$ cat src/rtl/npc_pkg.sv
package npc_pkg;

  typedef enum logic [1:0] {
    FLOW_SEQ  = 2'd0,
    FLOW_BEQ  = 2'd1,
    FLOW_BNE  = 2'd2,
    FLOW_JREG = 2'd3
  } flow_e;

endpackage

$ cat src/rtl/npc_disp.sv
// Forms the signed, word-scaled displacement from the immediate field.
module npc_disp #(
  parameter int XLEN     = 32,
  parameter int IMM_W    = 16,
  parameter int SCALE_SH = 2
) (
  input  logic [IMM_W-1:0] imm,
  output logic [XLEN-1:0]  disp
);
  localparam int EXT_W = XLEN - IMM_W;

  logic [XLEN-1:0] ext;

  generate
    if (EXT_W > 0) begin : g_ext
      assign ext = {{EXT_W{imm[IMM_W-1]}}, imm};
    end else begin : g_trunc
      assign ext = imm[XLEN-1:0];
    end
  endgenerate

  assign disp = ext << SCALE_SH;
endmodule

$ cat src/rtl/npc_cond.sv
// Decides whether the current flow class leaves the sequential path.
module npc_cond
  import npc_pkg::*;
#(
  parameter int XLEN = 32
) (
  input  flow_e           flow,
  input  logic [XLEN-1:0] opa,
  input  logic [XLEN-1:0] opb,
  output logic            take_rel,
  output logic            take_abs
);
  logic same;
  assign same = (opa == opb);

  always_comb begin
    take_rel = 1'b0;
    take_abs = 1'b0;
    unique case (flow)
      FLOW_SEQ:  ;
      FLOW_BEQ:  take_rel = same;
      FLOW_BNE:  take_rel = ~same;
      FLOW_JREG: take_abs = 1'b1;
      default:   ;
    endcase
  end
endmodule

$ cat src/rtl/npc_sel.sv
// Picks among the sequential, relative and absolute targets.
module npc_sel #(
  parameter int XLEN = 32
) (
  input  logic [XLEN-1:0] seq_addr,
  input  logic [XLEN-1:0] rel_addr,
  input  logic [XLEN-1:0] abs_addr,
  input  logic            take_rel,
  input  logic            take_abs,
  output logic [XLEN-1:0] nxt,
  output logic            redirect
);
  always_comb begin
    if (take_abs)      nxt = abs_addr;
    else if (take_rel) nxt = rel_addr;
    else               nxt = seq_addr;
  end
  assign redirect = take_abs | take_rel;
endmodule

$ cat src/rtl/npc_unit.sv
module npc_unit
  import npc_pkg::*;
#(
  parameter int          XLEN        = 32,
  parameter int          IMM_W       = 16,
  parameter int          INSTR_BYTES = 4,
  parameter logic [31:0] RESET_ADDR  = 32'h0
) (
  input  logic             clk,
  input  logic             rst_n,
  input  logic             adv_en,
  input  logic [1:0]       flow,
  input  logic [XLEN-1:0]  opa,
  input  logic [XLEN-1:0]  opb,
  input  logic [IMM_W-1:0] imm,
  output logic [XLEN-1:0]  pc,
  output logic [XLEN-1:0]  pc_next,
  output logic             taken
);
  localparam int              SCALE_SH = $clog2(INSTR_BYTES);
  localparam logic [XLEN-1:0] STEP     = XLEN'(INSTR_BYTES);
  localparam logic [XLEN-1:0] RST_PC   = XLEN'(RESET_ADDR);

  flow_e           flow_q;
  logic [XLEN-1:0] pc_r;
  logic [XLEN-1:0] seq_addr;
  logic [XLEN-1:0] disp;
  logic [XLEN-1:0] rel_addr;
  logic            take_rel;
  logic            take_abs;
  logic [XLEN-1:0] nxt;
  logic            redirect;

  assign flow_q   = flow_e'(flow);
  assign seq_addr = pc_r + STEP;
  assign rel_addr = seq_addr + disp;

  npc_disp #(.XLEN(XLEN), .IMM_W(IMM_W), .SCALE_SH(SCALE_SH)) u_disp (
    .imm  (imm),
    .disp (disp)
  );

  npc_cond #(.XLEN(XLEN)) u_cond (
    .flow     (flow_q),
    .opa      (opa),
    .opb      (opb),
    .take_rel (take_rel),
    .take_abs (take_abs)
  );

  npc_sel #(.XLEN(XLEN)) u_sel (
    .seq_addr (seq_addr),
    .rel_addr (rel_addr),
    .abs_addr (opa),
    .take_rel (take_rel),
    .take_abs (take_abs),
    .nxt      (nxt),
    .redirect (redirect)
  );

  always_ff @(posedge clk or negedge rst_n) begin
    if (!rst_n)      pc_r <= RST_PC;
    else if (adv_en) pc_r <= nxt;
  end

  assign pc      = pc_r;
  assign pc_next = nxt;
  assign taken   = redirect;
endmodule

$ cat config.mk
export PLATFORM = sky130hd
export DESIGN_NAME = npc_unit
export DESIGN_NICKNAME = d
export VERILOG_FILES = /design/src/rtl/npc_pkg.sv /design/src/rtl/npc_disp.sv /design/src/rtl/npc_cond.sv /design/src/rtl/npc_sel.sv /design/src/rtl/npc_unit.sv
export SDC_FILE = /design/constraint.sdc
export NUM_CORES = 1
export LEC_CHECK = 0
export ABC_AREA = 1
export BUFFER_PORTS_ARGS = -buffer_cell sky130_fd_sc_hd__buf_2
export CAP_MARGIN = 15
export CORE_ASPECT_RATIO = 0.6
export CORE_MARGIN = 10
export CORE_UTILIZATION = 51
export CTS_CLUSTER_SIZE = 25
export DETAILED_ROUTE_END_ITERATION = 8
export GPL_ROUTABILITY_DRIVEN = 0
export PLACE_DENSITY = 0.81
export SLEW_MARGIN = 20
export SYNTH_ARGS = -nofsm -noshare
export SYNTH_HDL_FRONTEND = slang
export SYNTH_HIERARCHICAL = 1
export SYNTH_SLANG_ARGS = --single-unit
$ cat constraint.sdc
create_clock -name clk -period 2.73 [get_ports clk]
set_clock_uncertainty 0.2 [all_clocks]
set_input_delay 0 -clock clk [delete_from_list [all_inputs] [get_ports clk]]
set_output_delay 0 -clock clk [all_outputs]
set_load 0.01 [all_outputs]
==> impl_metrics.tcl, run 1 <==
set metrics [dict create \
    error_that_halted_the_flow "[ERROR GRT-0232] Routing congestion too high. Check the congestion heatmap in the GUI." \
    synth-seq-area-share_pct 13.0 \
    ys_seq_elements 32 \
    synth_cells 1109 \
    yosys_warnings 6 \
    grt_start_max_net_pins 50 \
    htree_levels 2 \
    rows 30 \
    initial_core_util_pct 53.3 \
    grt-worst-endpoint "pc_next[30]" \
    outcome "did not finish" \
    ios 150 \
    cts-buffers-inserted 5 \
    global_route.overflow_total 38 \
    top_cell_type_s_share_of_synthesized_area_pct 25.9 \
    syn_area_um2 6160 \
    die_y_um 105 \
    synthTopCellsByArea "sky130_fd_sc_hd__nand2_1 26%, sky130_fd_sc_hd__inv_1 13%, sky130_fd_sc_hd__dfrtp_1 13%, sky130_fd_sc_hd__ha_1 6.9%, sky130_fd_sc_hd__nand3_1 6.0%" \
    gr-usage-all-layers_pct 69.9 \
    synthDistinctLibCells 37 \
    cts_num_sinks 32 \
    clk_root_buffer_cell "sky130_fd_sc_hd__clkbuf_16" \
    max-clock-path-buffers 2 \
    post_synth.cell_area_avg_um2 5.55 \
    post-synth-top-area-cell "sky130_fd_sc_hd__nand2_1" \
    worst-endpoint-pin-kind "output port" \
    failed_stage "5_1_grt" \
    hpwl_mm 19.3 \
    die_w_um 162 \
    port-buffer-count 149 \
]
-- Yosys cell counts, drive strengths merged --
| library cell | count |
|---|---|
| a31oi | 1 |
| a21oi | 23 |
| ha | 34 |
| nand3b | 2 |
| nand2 | 454 |
| xor2 | 38 |
| nand4 | 6 |
| or2 | 1 |
| o21ai | 25 |
| conb | 1 |
| xnor2 | 28 |
| buf | 50 |
| dfrtp | 32 |
| and3 | 1 |
| inv | 224 |
| nor2 | 81 |
| nor3 | 11 |
| a21o | 4 |
| fa | 1 |
| clkbuf | 4 |
| nand3 | 75 |
| mux2 | 9 |
| nor4 | 1 |
| o21bai | 3 |
-- cell families after synthesis --
family,share of synthesized area [%]
AO/OA/AOI/OAI,4.86
XOR/XNOR,9.39
adder cells (fa/ha/maj),7.23
buffers and inverters,20.4
flip-flops,13.0
multiplexers,1.65
other,0.0609
AND/OR/NAND/NOR,43.4
-- routing by layer --
metal  GRT overflow  global-route usage [%]
met5              0                    39.5
met4             16                    64.0
met3              0                    66.6
met2             22                    80.9
met1              0                    67.9
-- repair_timing --
item / CTS
endpoints found under the hold margin: 59
pin swaps: 61
hold buffers: 28
resized for setup: 163
setup buffers: 25
endpoints found under the setup margin: 54
-- stage by stage --
stage               std cells  TNS, ps  setup WS (ps)  instance area (µm²)
detailed placement       1527   -23680           -752                 8130
global placement         1527   -19700           -678                 8130
CTS                      1587   -27860           -771                 9490
floorplan                1110    -2580           -333                 6380
==> run 2, diff against run 1 <==
--- a/config.mk
+++ b/config.mk
@@ -8,13 +8,11 @@
 export ABC_AREA = 1
 export BUFFER_PORTS_ARGS = -buffer_cell sky130_fd_sc_hd__buf_2
 export CAP_MARGIN = 15
-export CORE_ASPECT_RATIO = 0.6
 export CORE_MARGIN = 10
-export CORE_UTILIZATION = 51
-export CTS_CLUSTER_SIZE = 25
+export CORE_UTILIZATION = 40
 export DETAILED_ROUTE_END_ITERATION = 8
 export GPL_ROUTABILITY_DRIVEN = 0
-export PLACE_DENSITY = 0.81
+export PLACE_DENSITY_LB_ADDON = 0.15
 export SLEW_MARGIN = 20
 export SYNTH_ARGS = -nofsm -noshare
 export SYNTH_HDL_FRONTEND = slang
==> constraint.sdc (replaced) <==
create_clock -name clk -period 3.5 [get_ports clk]
set_clock_uncertainty 0.2 [all_clocks]
set_input_delay 0 -clock clk [delete_from_list [all_inputs] [get_ports clk]]
set_output_delay 0 -clock clk [all_outputs]
set_load 0.01 [all_outputs]
==> impl_metrics.tcl, run 2 <==
set metrics [dict create \
    critPathArrivalTime_ps 3210 \
    setup_viol 0 \
    power_frac_comb_pct 73.6 \
    die_y_um 144 \
    drt.antenna.violating_nets 0 \
    synthDistinctLibCells 37 \
    post-synth-top-area-cell "sky130_fd_sc_hd__nand2_1" \
    synth_cells 1109 \
    synth_ff_type "sky130_fd_sc_hd__dfrtp_1" \
    route.detailed.drc 0 \
    seq_area_um2 808 \
    swShare_pct 51.0 \
    max_freq_mhz 293 \
    timing.critical_path.to_type "output port" \
    worst_setup_hold_path_clk_slew_ps 50 \
    count_of_vias_placed_by_the_detailed_router 6806 \
    tritoncts "yes" \
    top_cell_type_s_share_of_synthesized_area_pct 25.9 \
    fillerInstances 1582 \
    global_route_wire_length_before_repair_mm 32.4 \
    final_critical_path_setup_slack_ps 89.0 \
    vias_in_the_first_global_route 6446 \
    worst_ep_required_time_ps 3300 \
    most_common_cell_in_the_netlist "sky130_fd_sc_hd__nand2_1" \
    detailedRoute.firstIterationViolations 418 \
    critical_path_peak_fanout 4 \
    max-clock-path-buffers 2 \
    hpwl_mm 17.3 \
    grt_antenna_before_repair 0 \
    timing.final.crit_period_ps 3410 \
    criticalPathCategory "reg2out" \
    final_common_cell "sky130_fd_sc_hd__nand2_1" \
    cpMaxStageDelayCell "sky130_fd_sc_hd__dfrtp_1" \
    post-place-ws_ps -126 \
    power_switching_mw 1.94 \
    clock_power_share_pct 11.7 \
    final.period_utilization_pct 97.5 \
    largest_register_ff_count 32 \
    timing.rr.end "pc[31]" \
    post_drt_via_cell_ratio 4.58 \
    multi_input_comb_area_um2 4850 \
    synth-edff-count 0 \
    crit_path_start_kind "flop" \
    hold_violations 0 \
    critPathMostFrequentCell "sky130_fd_sc_hd__nand2_1" \
    post_synth.cell_area_avg_um2 5.55 \
    drive_above_1_share_pct 30.6 \
    worstSetupStartpoint "pc[3]" \
    cap_violations 0 \
    tightest_slew_ps 875 \
    rrSetupSlack_ps 150 \
    drv_slew 0 \
    core-area_um2 15100 \
    routed_wire_length_per_instance_um 14.1 \
    setup-tns-final_ps 0 \
    cp_num_buf_inv 6 \
    power.density_nw_per_um2 454 \
    rows 45 \
    htree_levels 2 \
    ios 150 \
    nNetsFinal 1418 \
    synth-seq-area-share_pct 13.0 \
    grt_start_max_net_pins 56 \
    cpPeakStageDelay_ps 390 \
    worst_reg2reg_path_length_in_cells 25 \
    gr-usage-all-layers_pct 19.5 \
    r2r_start "pc[3]" \
    wl_mm 21.0 \
    worst_ir_drop_vdd_mv 0.222 \
    crit_path_cell_trace "ha_2 > nand3_2 > inv_2 > nand2_4 > nor2_4 > buf_4 > xor2_4 > ha_4 > nand2_2 > inv_1 > nand2_1 > nand2_1 > a21oi_2 > nand2_2 > buf_4 > a21oi_2 > nand2_1 > nand2_1 > inv_1 > nand2_1 > nand3_2 > nand2_2 > buf_6" \
    synth_commonest_cells "425 x sky130_fd_sc_hd__nand2_1, 221 x sky130_fd_sc_hd__inv_1, 74 x sky130_fd_sc_hd__nand3_1, 69 x sky130_fd_sc_hd__nor2_1, 40 x sky130_fd_sc_hd__buf_4" \
    outcome "completed" \
    synthTopCellsByArea "sky130_fd_sc_hd__nand2_1 26%, sky130_fd_sc_hd__inv_1 13%, sky130_fd_sc_hd__dfrtp_1 13%, sky130_fd_sc_hd__ha_1 6.9%, sky130_fd_sc_hd__nand3_1 6.0%" \
    synth_async_sr_flop_share_pct 100 \
    die_w_um 144 \
    grt_setup_unrepaired "yes" \
    cts_num_sinks 32 \
    global_route.overflow_total 0 \
    worst_skew_pair.late_latency_ps 270 \
    port-buffer-count 149 \
    path_delay_family "simple AND/OR/NAND/NOR gates" \
    ys_seq_elements 32 \
    initial_core_util_pct 40.7 \
    clk_root_buffer_cell "sky130_fd_sc_hd__clkbuf_16" \
    cell_internal_pwr_mw 1.87 \
    drt-pass1-iter-count 5 \
    syn_area_um2 6160 \
    area_growth_pct 36.2 \
    antennaDiodeCount 0 \
    hold_slack_ps 117 \
    floorplan.die_area_um2 20800 \
    cts-buffers-inserted 5 \
    yosys_warnings 6 \
    power.leakage_nw 4.80 \
    most-common-layout-cells "388 x sky130_fd_sc_hd__nand2_1, 212 x sky130_fd_sc_hd__inv_1, 146 x sky130_fd_sc_hd__buf_2" \
    timing.max_slew.rel_slack_pct 41.7 \
    timing.hold.worst.class "in2async" \
    seqPwrFrac_pct 14.7 \
]
run 2: cell counts after synthesis:
Identical to the previous run, type by type.
run 2: timing repair:
action / in CTS / in global routing
buffers inserted: 7 / 16
setup endpoints to repair: 17 / 39
hold buffers: 33 / 0
hold endpoints to repair: 64 / 0
pin swaps: 11 / 51
gates resized for setup: 37 / 130
run 2: final cells by class:
type                       count  share of cell area [%]
multi-input combinational    800                    57.8
clock buffer                   7                    1.82
timing repair buffer         235                    17.8
tap                          188                    2.81
inverter                     224                    10.1
sequential                    32                    9.64
run 2: worst max path at each step:
stage	cells past startpoint	slack, ps	end
after floorplan	25	360	pc[30]
after global placement	20	-140	pc[30]
after detailed placement	20	-130	pc[30]
after CTS	21	-5	pc_next[24]
after global routing	23	-140	pc_next[25]
final	23	90	pc_next[31]
run 2: metrics by stage:
| step | utilization, % | area [µm²] | instances | total power, mW |
|---|---|---|---|---|
| 3_5_place_dp | 45.9 | 6960 | 1423 | 2.89 |
| 5_1_grt | 55.4 | 8390 | 1486 | 4.17 |
| 6_report | 55.4 | 8390 | 1486 | 3.80 |
| 2_1_floorplan | - | 6160 | 1110 | 2.14 |
| 3_3_place_gp | 45.9 | 6960 | 1423 | 2.88 |
| 4_1_cts | 50.6 | 7660 | 1470 | 3.47 |
run 2: logic make-up (layout without fill, tap and decap cells):
family | after synthesis | after routing | share of synthesized area [%]
buffers and inverters | 278 | 466 | 20.4
muxes | 9 | 9 | 1.65
and+or+nand+nor | 632 | 632 | 43.4
adders and majority gates | 35 | 35 | 7.23
AOI/OAI and AO/OA | 56 | 56 | 4.86
other | 1 | 2 | 0.0609
DFF | 32 | 32 | 13.0
xor gates and xnor gates | 66 | 66 | 9.39
run 2: power by group through the flow:
| stage | clock network, mW | logic, mW | registers, mW |
|---|---|---|---|
| global placement | 0 | 2.33 | 0.556 |
| CTS | 0.451 | 2.46 | 0.555 |
| global route | 0.462 | 3.14 | 0.574 |
| detailed placement | 0 | 2.33 | 0.558 |
| floorplan | 0 | 1.54 | 0.594 |
| finish | 0.444 | 2.80 | 0.559 |
run 2: layer usage:
metal	up-vias	wire length, µm	global-route usage [%]
met1	2955	10200	26.9
met5	-	0	0
met2	178	9190	30.5
met3	17	1200	3.77
li1	3656	-	-
met4	0	335	4.84
Power figures use the tool's default switching activity.
==> run 3, diff against run 2 <==
--- a/config.mk
+++ b/config.mk
@@ -6,11 +6,11 @@
 export NUM_CORES = 1
 export LEC_CHECK = 0
 export ABC_AREA = 1
-export BUFFER_PORTS_ARGS = -buffer_cell sky130_fd_sc_hd__buf_2
 export CAP_MARGIN = 15
 export CORE_MARGIN = 10
 export CORE_UTILIZATION = 40
 export DETAILED_ROUTE_END_ITERATION = 8
+export DONT_BUFFER_PORTS = 1
 export GPL_ROUTABILITY_DRIVEN = 0
 export PLACE_DENSITY_LB_ADDON = 0.15
 export SLEW_MARGIN = 20
==> impl_metrics.tcl, run 3 (synthesized netlist as in run 2, its figures left out) <==
set metrics [dict create \
    seq_area_um2 803 \
    tritoncts "yes" \
    tightest_slew_ps 630 \
    post_drt_via_cell_ratio 4.81 \
    port-buffer-count 0 \
    ios 150 \
    hpwl_mm 17.4 \
    final-instance-count-excl-fill 1382 \
    report.power.total_mw 3.80 \
    hold_violations 0 \
    clk_root_buffer_cell "sky130_fd_sc_hd__clkbuf_16" \
    placed_cells 1313 \
    count_of_vias_placed_by_the_detailed_router 6641 \
    drt.antenna.violating_nets 0 \
    grt_antenna_before_repair 0 \
    critPathArrivalTime_ps 3250 \
    drv_slew 0 \
    rows 45 \
    outcome "completed" \
    most-common-layout-cells "378 x sky130_fd_sc_hd__nand2_1, 211 x sky130_fd_sc_hd__inv_1, 85 x sky130_fd_sc_hd__buf_4" \
    core-area_um2 15100 \
    cts-buffers-inserted 5 \
    timing.max_slew.rel_slack_pct 57.9 \
    gr-usage-all-layers_pct 19.8 \
    drt-pass1-iter-count 5 \
    vias_in_the_first_global_route 6341 \
    multi_input_comb_area_um2 4930 \
    post-route-cell-area_um2 8090 \
    timing.final.crit_period_ps 3450 \
    detailedRoute.firstIterationViolations 401 \
    grt_setup_unrepaired "yes" \
    max_freq_mhz 290 \
    worst_ep_required_time_ps 3300 \
    crit_path_cell_trace "nand2_2 > nor2_4 > nand2_4 > nor2_8 > nand2_4 > nor2_4 > nand2_2 > xor2_2 > ha_4 > a21oi_2 > nor2_1 > nor2_2 > nand2_1 > a21oi_2 > nand3_1 > nand2_1 > inv_1 > nand2_1 > nand3_1 > nand2_2 > buf_6" \
    die_y_um 144 \
    routed_wire_length_per_instance_um 15.6 \
    cpMaxStageDelayCell "sky130_fd_sc_hd__dfrtp_1" \
    power.density_nw_per_um2 470 \
    antennaDiodeCount 0 \
    wl_mm 21.5 \
    path_delay_family "simple AND/OR/NAND/NOR gates" \
    htree_levels 2 \
    global_route_wire_length_before_repair_mm 32.6 \
    final_common_cell "sky130_fd_sc_hd__nand2_1" \
    setup-tns-final_ps 0 \
    crit_path_start_kind "flop" \
    cp_num_buf_inv 2 \
    nNetsFinal 1313 \
    initial_core_util_pct 40.7 \
    power.leakage_nw 4.43 \
    worst_setup_hold_path_clk_slew_ps 50 \
    route.detailed.drc 0 \
    max-clock-path-buffers 2 \
    worst_skew_pair.late_latency_ps 280 \
    timing.critical_path.to_type "output port" \
    cpPeakStageDelay_ps 420 \
    drive_above_1_share_pct 25.7 \
    worst_ir_drop_vdd_mv 0.252 \
    global_route.overflow_total 0 \
    setup_viol 0 \
    cts_num_sinks 32 \
    criticalPathCategory "reg2out" \
    area_growth_pct 31.3 \
    grt_start_max_net_pins 56 \
    floorplan.die_area_um2 20800 \
    cap_violations 0 \
    post_dp_cell_area_um2 6500 \
    final.period_utilization_pct 98.5 \
    largest_register_ff_count 32 \
    critical_path_peak_fanout 4 \
    die_w_um 144 \
    fillerInstances 1517 \
    timing.hold.worst.class "in2async" \
]
run 3: timing repair:
item / CTS / global route
endpoints found under the setup margin: 13 / 35
gates resized for setup: 27 / 159
setup buffers: 5 / 19
hold endpoints to repair: 77 / 0
pin swaps: 12 / 63
cloned: 0 / 0
hold buffers: 38 / 0
run 3: where the power goes:
group	internal [mW]	switching, mW
Clock	0.283	0.154
Sequential	0.458	0.103
Combinational	1.12	1.69
run 3: metrics by stage:
| step | util [%] | setup slack, ps | hold WS, ps |
|---|---|---|---|
| floorplan | - | 358 | -496 |
| global placement | 42.9 | 32.9 | -493 |
| detailed placement | 42.9 | -33.1 | -494 |
| CTS | 47.8 | 3.69 | 56.8 |
| global route | 53.4 | -137 | 69.1 |
| finish | 53.4 | 54.0 | 51.0 |
run 3: layer usage:
layer  GRT usage, %  vias up  part of all wire, %
met5              0        -                    0
met4           4.78        0                  1.8
met3           4.39       30                  7.3
met2           31.3      192                   45
met1           26.7     2968                   46
li1               -     3451                    -
run 3: worst paths after layout:
check	start	endpoint	slack [ps]	cells past startpoint
worst max-delay path	pc[3]	pc_next[28]	50	21
worst min-delay path	rst_n	pc[24]	50	3
worst max register to register	pc[3]	pc[28]	110	22
worst min register to register	pc[29]	pc[29]	370	2
max in group asynchronous	rst_n	pc[11]	2850	3
min in group clk	imm[15]	pc[31]	150	10
run 3: worst register-to-register path, stage by stage, from the launching register on:
cell and delay, ps:
sky130_fd_sc_hd__dfrtp_1 420, sky130_fd_sc_hd__nand2_2 110, sky130_fd_sc_hd__nor2_4 160, sky130_fd_sc_hd__nand2_4 100
sky130_fd_sc_hd__nor2_8 120, sky130_fd_sc_hd__nand2_4 70, sky130_fd_sc_hd__nor2_4 180, sky130_fd_sc_hd__nand2_2 90
sky130_fd_sc_hd__xor2_2 240, sky130_fd_sc_hd__ha_4 270, sky130_fd_sc_hd__a21oi_2 170, sky130_fd_sc_hd__nor2_1 70
sky130_fd_sc_hd__nor2_2 130, sky130_fd_sc_hd__nand2_1 80, sky130_fd_sc_hd__a21oi_2 160, sky130_fd_sc_hd__nand2_1 70
sky130_fd_sc_hd__nand2_1 50, sky130_fd_sc_hd__nand2_1 50, sky130_fd_sc_hd__inv_1 50, sky130_fd_sc_hd__nand2_1 40
sky130_fd_sc_hd__nand3_1 110, sky130_fd_sc_hd__nand2_2 80, sky130_fd_sc_hd__mux2_2 260
run 3: cell type report:
cell class	instances	area share (%)
Multi-Input combinational cell	800	61.0
Timing Repair Buffer	130	13.9
Inverter	224	10.5
Sequential cell	32	9.93
Tap cell	188	2.91
Clock buffer	8	1.81
==> run 4, diff against run 3 <==
--- a/config.mk
+++ b/config.mk
@@ -6,12 +6,14 @@
 export NUM_CORES = 1
 export LEC_CHECK = 0
 export ABC_AREA = 1
+export ABC_CLOCK_PERIOD_IN_PS = 3500
 export CAP_MARGIN = 15
 export CORE_MARGIN = 10
 export CORE_UTILIZATION = 40
 export DETAILED_ROUTE_END_ITERATION = 8
 export DONT_BUFFER_PORTS = 1
 export GPL_ROUTABILITY_DRIVEN = 0
+export GPL_TIMING_DRIVEN = 0
 export PLACE_DENSITY_LB_ADDON = 0.15
 export SLEW_MARGIN = 20
 export SYNTH_ARGS = -nofsm -noshare
==> impl_metrics.tcl, run 4 (synthesized netlist as in run 2, its figures left out) <==
set metrics [dict create \
    outcome "completed" \
    timing.hold.worst.class "in2async" \
    wl_mm 21.1 \
    grt_setup_unrepaired "yes" \
    cts_num_sinks 32 \
    worst_ir_drop_vdd_mv 0.305 \
    global_route.overflow_total 0 \
    initial_core_util_pct 40.7 \
    tightest_slew_ps 627 \
    crit_path_start_kind "flop" \
    most-common-layout-cells "364 x sky130_fd_sc_hd__nand2_1, 205 x sky130_fd_sc_hd__inv_1, 71 x sky130_fd_sc_hd__nand2_2" \
    nNetsFinal 1287 \
    worst_reg2reg_path_length_in_cells 22 \
    final_common_cell "sky130_fd_sc_hd__nand2_1" \
    area_growth_pct 31.8 \
    largest_register_ff_count 32 \
    report.power.total_mw 3.70 \
    clk_root_buffer_cell "sky130_fd_sc_hd__clkbuf_16" \
    setup-tns-final_ps 0 \
    hold_slack_ps 40.2 \
    post_dp_cell_area_um2 6400 \
    grt_antenna_before_repair 0 \
    final_critical_path_setup_slack_ps 25.3 \
    route.detailed.drc 0 \
    antennaDiodeCount 0 \
    max-clock-path-buffers 2 \
    critical_path_peak_fanout 5 \
    drv_slew 0 \
    post_drt_via_cell_ratio 4.77 \
    vias_in_the_first_global_route 6219 \
    core-area_um2 15100 \
    ios 150 \
    hpwl_mm 17.4 \
    drt.antenna.violating_nets 0 \
    timing.max_slew.rel_slack_pct 58.2 \
    setup_viol 0 \
    worst_skew_pair.late_latency_ps 280 \
    detailedRoute.firstIterationViolations 354 \
    timing.final.crit_period_ps 3470 \
    count_of_vias_placed_by_the_detailed_router 6463 \
    post-route-cell-area_um2 8110 \
    final.period_utilization_pct 99.3 \
    criticalPathCategory "reg2reg" \
    worst_setup_hold_path_clk_slew_ps 50 \
    worst_ep_required_time_ps 3460 \
    gr-usage-all-layers_pct 19.6 \
    die_w_um 144 \
    power.density_nw_per_um2 456 \
    post-place-ws_ps -355 \
    r2r_start "pc[3]" \
    drt-pass1-iter-count 6 \
    htree_levels 2 \
    rows 45 \
    max_freq_mhz 288 \
    power.leakage_nw 4.41 \
    cts-buffers-inserted 5 \
    floorplan.die_area_um2 20800 \
    fin_util_pct 53.6 \
    timing.critical_path.to_type "flop" \
    timing.rr.end "pc[28]" \
    routed_wire_length_per_instance_um 15.6 \
    critPathArrivalTime_ps 3440 \
    die_y_um 144 \
    rrSetupSlack_ps 30 \
    port-buffer-count 0 \
    cap_violations 0 \
    final-instance-count-excl-fill 1356 \
    hold_violations 0 \
    placed_cells 1298 \
    drive_above_1_share_pct 27.8 \
    global_route_wire_length_before_repair_mm 32.3 \
    grt_start_max_net_pins 33 \
    tritoncts "yes" \
]
[run 4: changes by cell type in the layout (fill, tap and decap cells not counted), moves of 6 or more]
| cell | change |
|---|---|
| sky130_fd_sc_hd__buf_4 | -31 |
| sky130_fd_sc_hd__dfrtp_1 | -18 |
| sky130_fd_sc_hd__dfrtp_2 | +18 |
| sky130_fd_sc_hd__nand2_1 | -14 |
| sky130_fd_sc_hd__nand3_1 | -14 |
| sky130_fd_sc_hd__nand3_2 | +14 |
| sky130_fd_sc_hd__nand2_4 | +9 |
| sky130_fd_sc_hd__inv_1 | -6 |
| sky130_fd_sc_hd__o21ai_0 | -6 |
[run 4: repair_timing]
action | 4_1_cts | 5_1_grt
hold endpoints to repair | 96 | 0
endpoints found under the setup margin | 28 | 39
setup buffers | 4 | 11
hold buffers | 35 | 0
pin swaps | 18 | 79
cloned | 0 | 0
resized for setup | 81 | 177
[run 4: critical path, cell delays in order (launching register included)]
cell and delay (ps):
sky130_fd_sc_hd__dfrtp_2 500, sky130_fd_sc_hd__nand2_4 80, sky130_fd_sc_hd__nor2_4 160, sky130_fd_sc_hd__nand2_4 100
sky130_fd_sc_hd__nor2_8 130, sky130_fd_sc_hd__nand2_4 70, sky130_fd_sc_hd__nor2_4 210, sky130_fd_sc_hd__nand2_2 120
sky130_fd_sc_hd__xor2_4 180, sky130_fd_sc_hd__ha_4 290, sky130_fd_sc_hd__a21oi_4 140, sky130_fd_sc_hd__nor2_1 60
sky130_fd_sc_hd__nor2_1 130, sky130_fd_sc_hd__nand2_1 80, sky130_fd_sc_hd__a21oi_2 160, sky130_fd_sc_hd__nand2_1 70
sky130_fd_sc_hd__nand2_1 60, sky130_fd_sc_hd__nand2_1 40, sky130_fd_sc_hd__inv_1 40, sky130_fd_sc_hd__nand2_1 50
sky130_fd_sc_hd__nand3_2 90, sky130_fd_sc_hd__nand2_2 90, sky130_fd_sc_hd__mux2_4 270
[run 4: worst max-delay path by stage]
stage	start	endpoint	slack, ps	depth (start not counted)
final	pc[3]	pc[28]	30	22
after global routing	pc[3]	pc_next[31]	-160	24
after CTS	pc[14]	pc_next[31]	-1	20
after global placement	pc[3]	pc[30]	-320	19
after floorplan	pc[2]	pc[30]	360	25
after detailed placement	pc[3]	pc[30]	-350	19
[run 4: cell type report]
type / instances / area, µm²
fillers: 1494 / 7030
flip-flops and latches: 32 / 826
repair buffers: 50 / 487
clock inverters: 2 / 35.0
clock buffers: 6 / 129
multi-input cells: 800 / 5140
plain buffers: 54 / 413
inverters: 224 / 848
well taps: 188 / 235
[run 4: per-layer routing]
layer	routed length [µm]	vias up	global-route usage, %
met5	0	-	0
met4	331	0	5.00
met3	1430	23	4.53
met2	9720	172	31.6
met1	9640	2879	25.8
li1	-	3389	-
[run 4: power by group]
part           total, mW  switching (mW)  internal, mW
clock              0.492           0.157         0.334
combinational       2.52            1.57         0.953
sequential         0.690           0.222         0.467
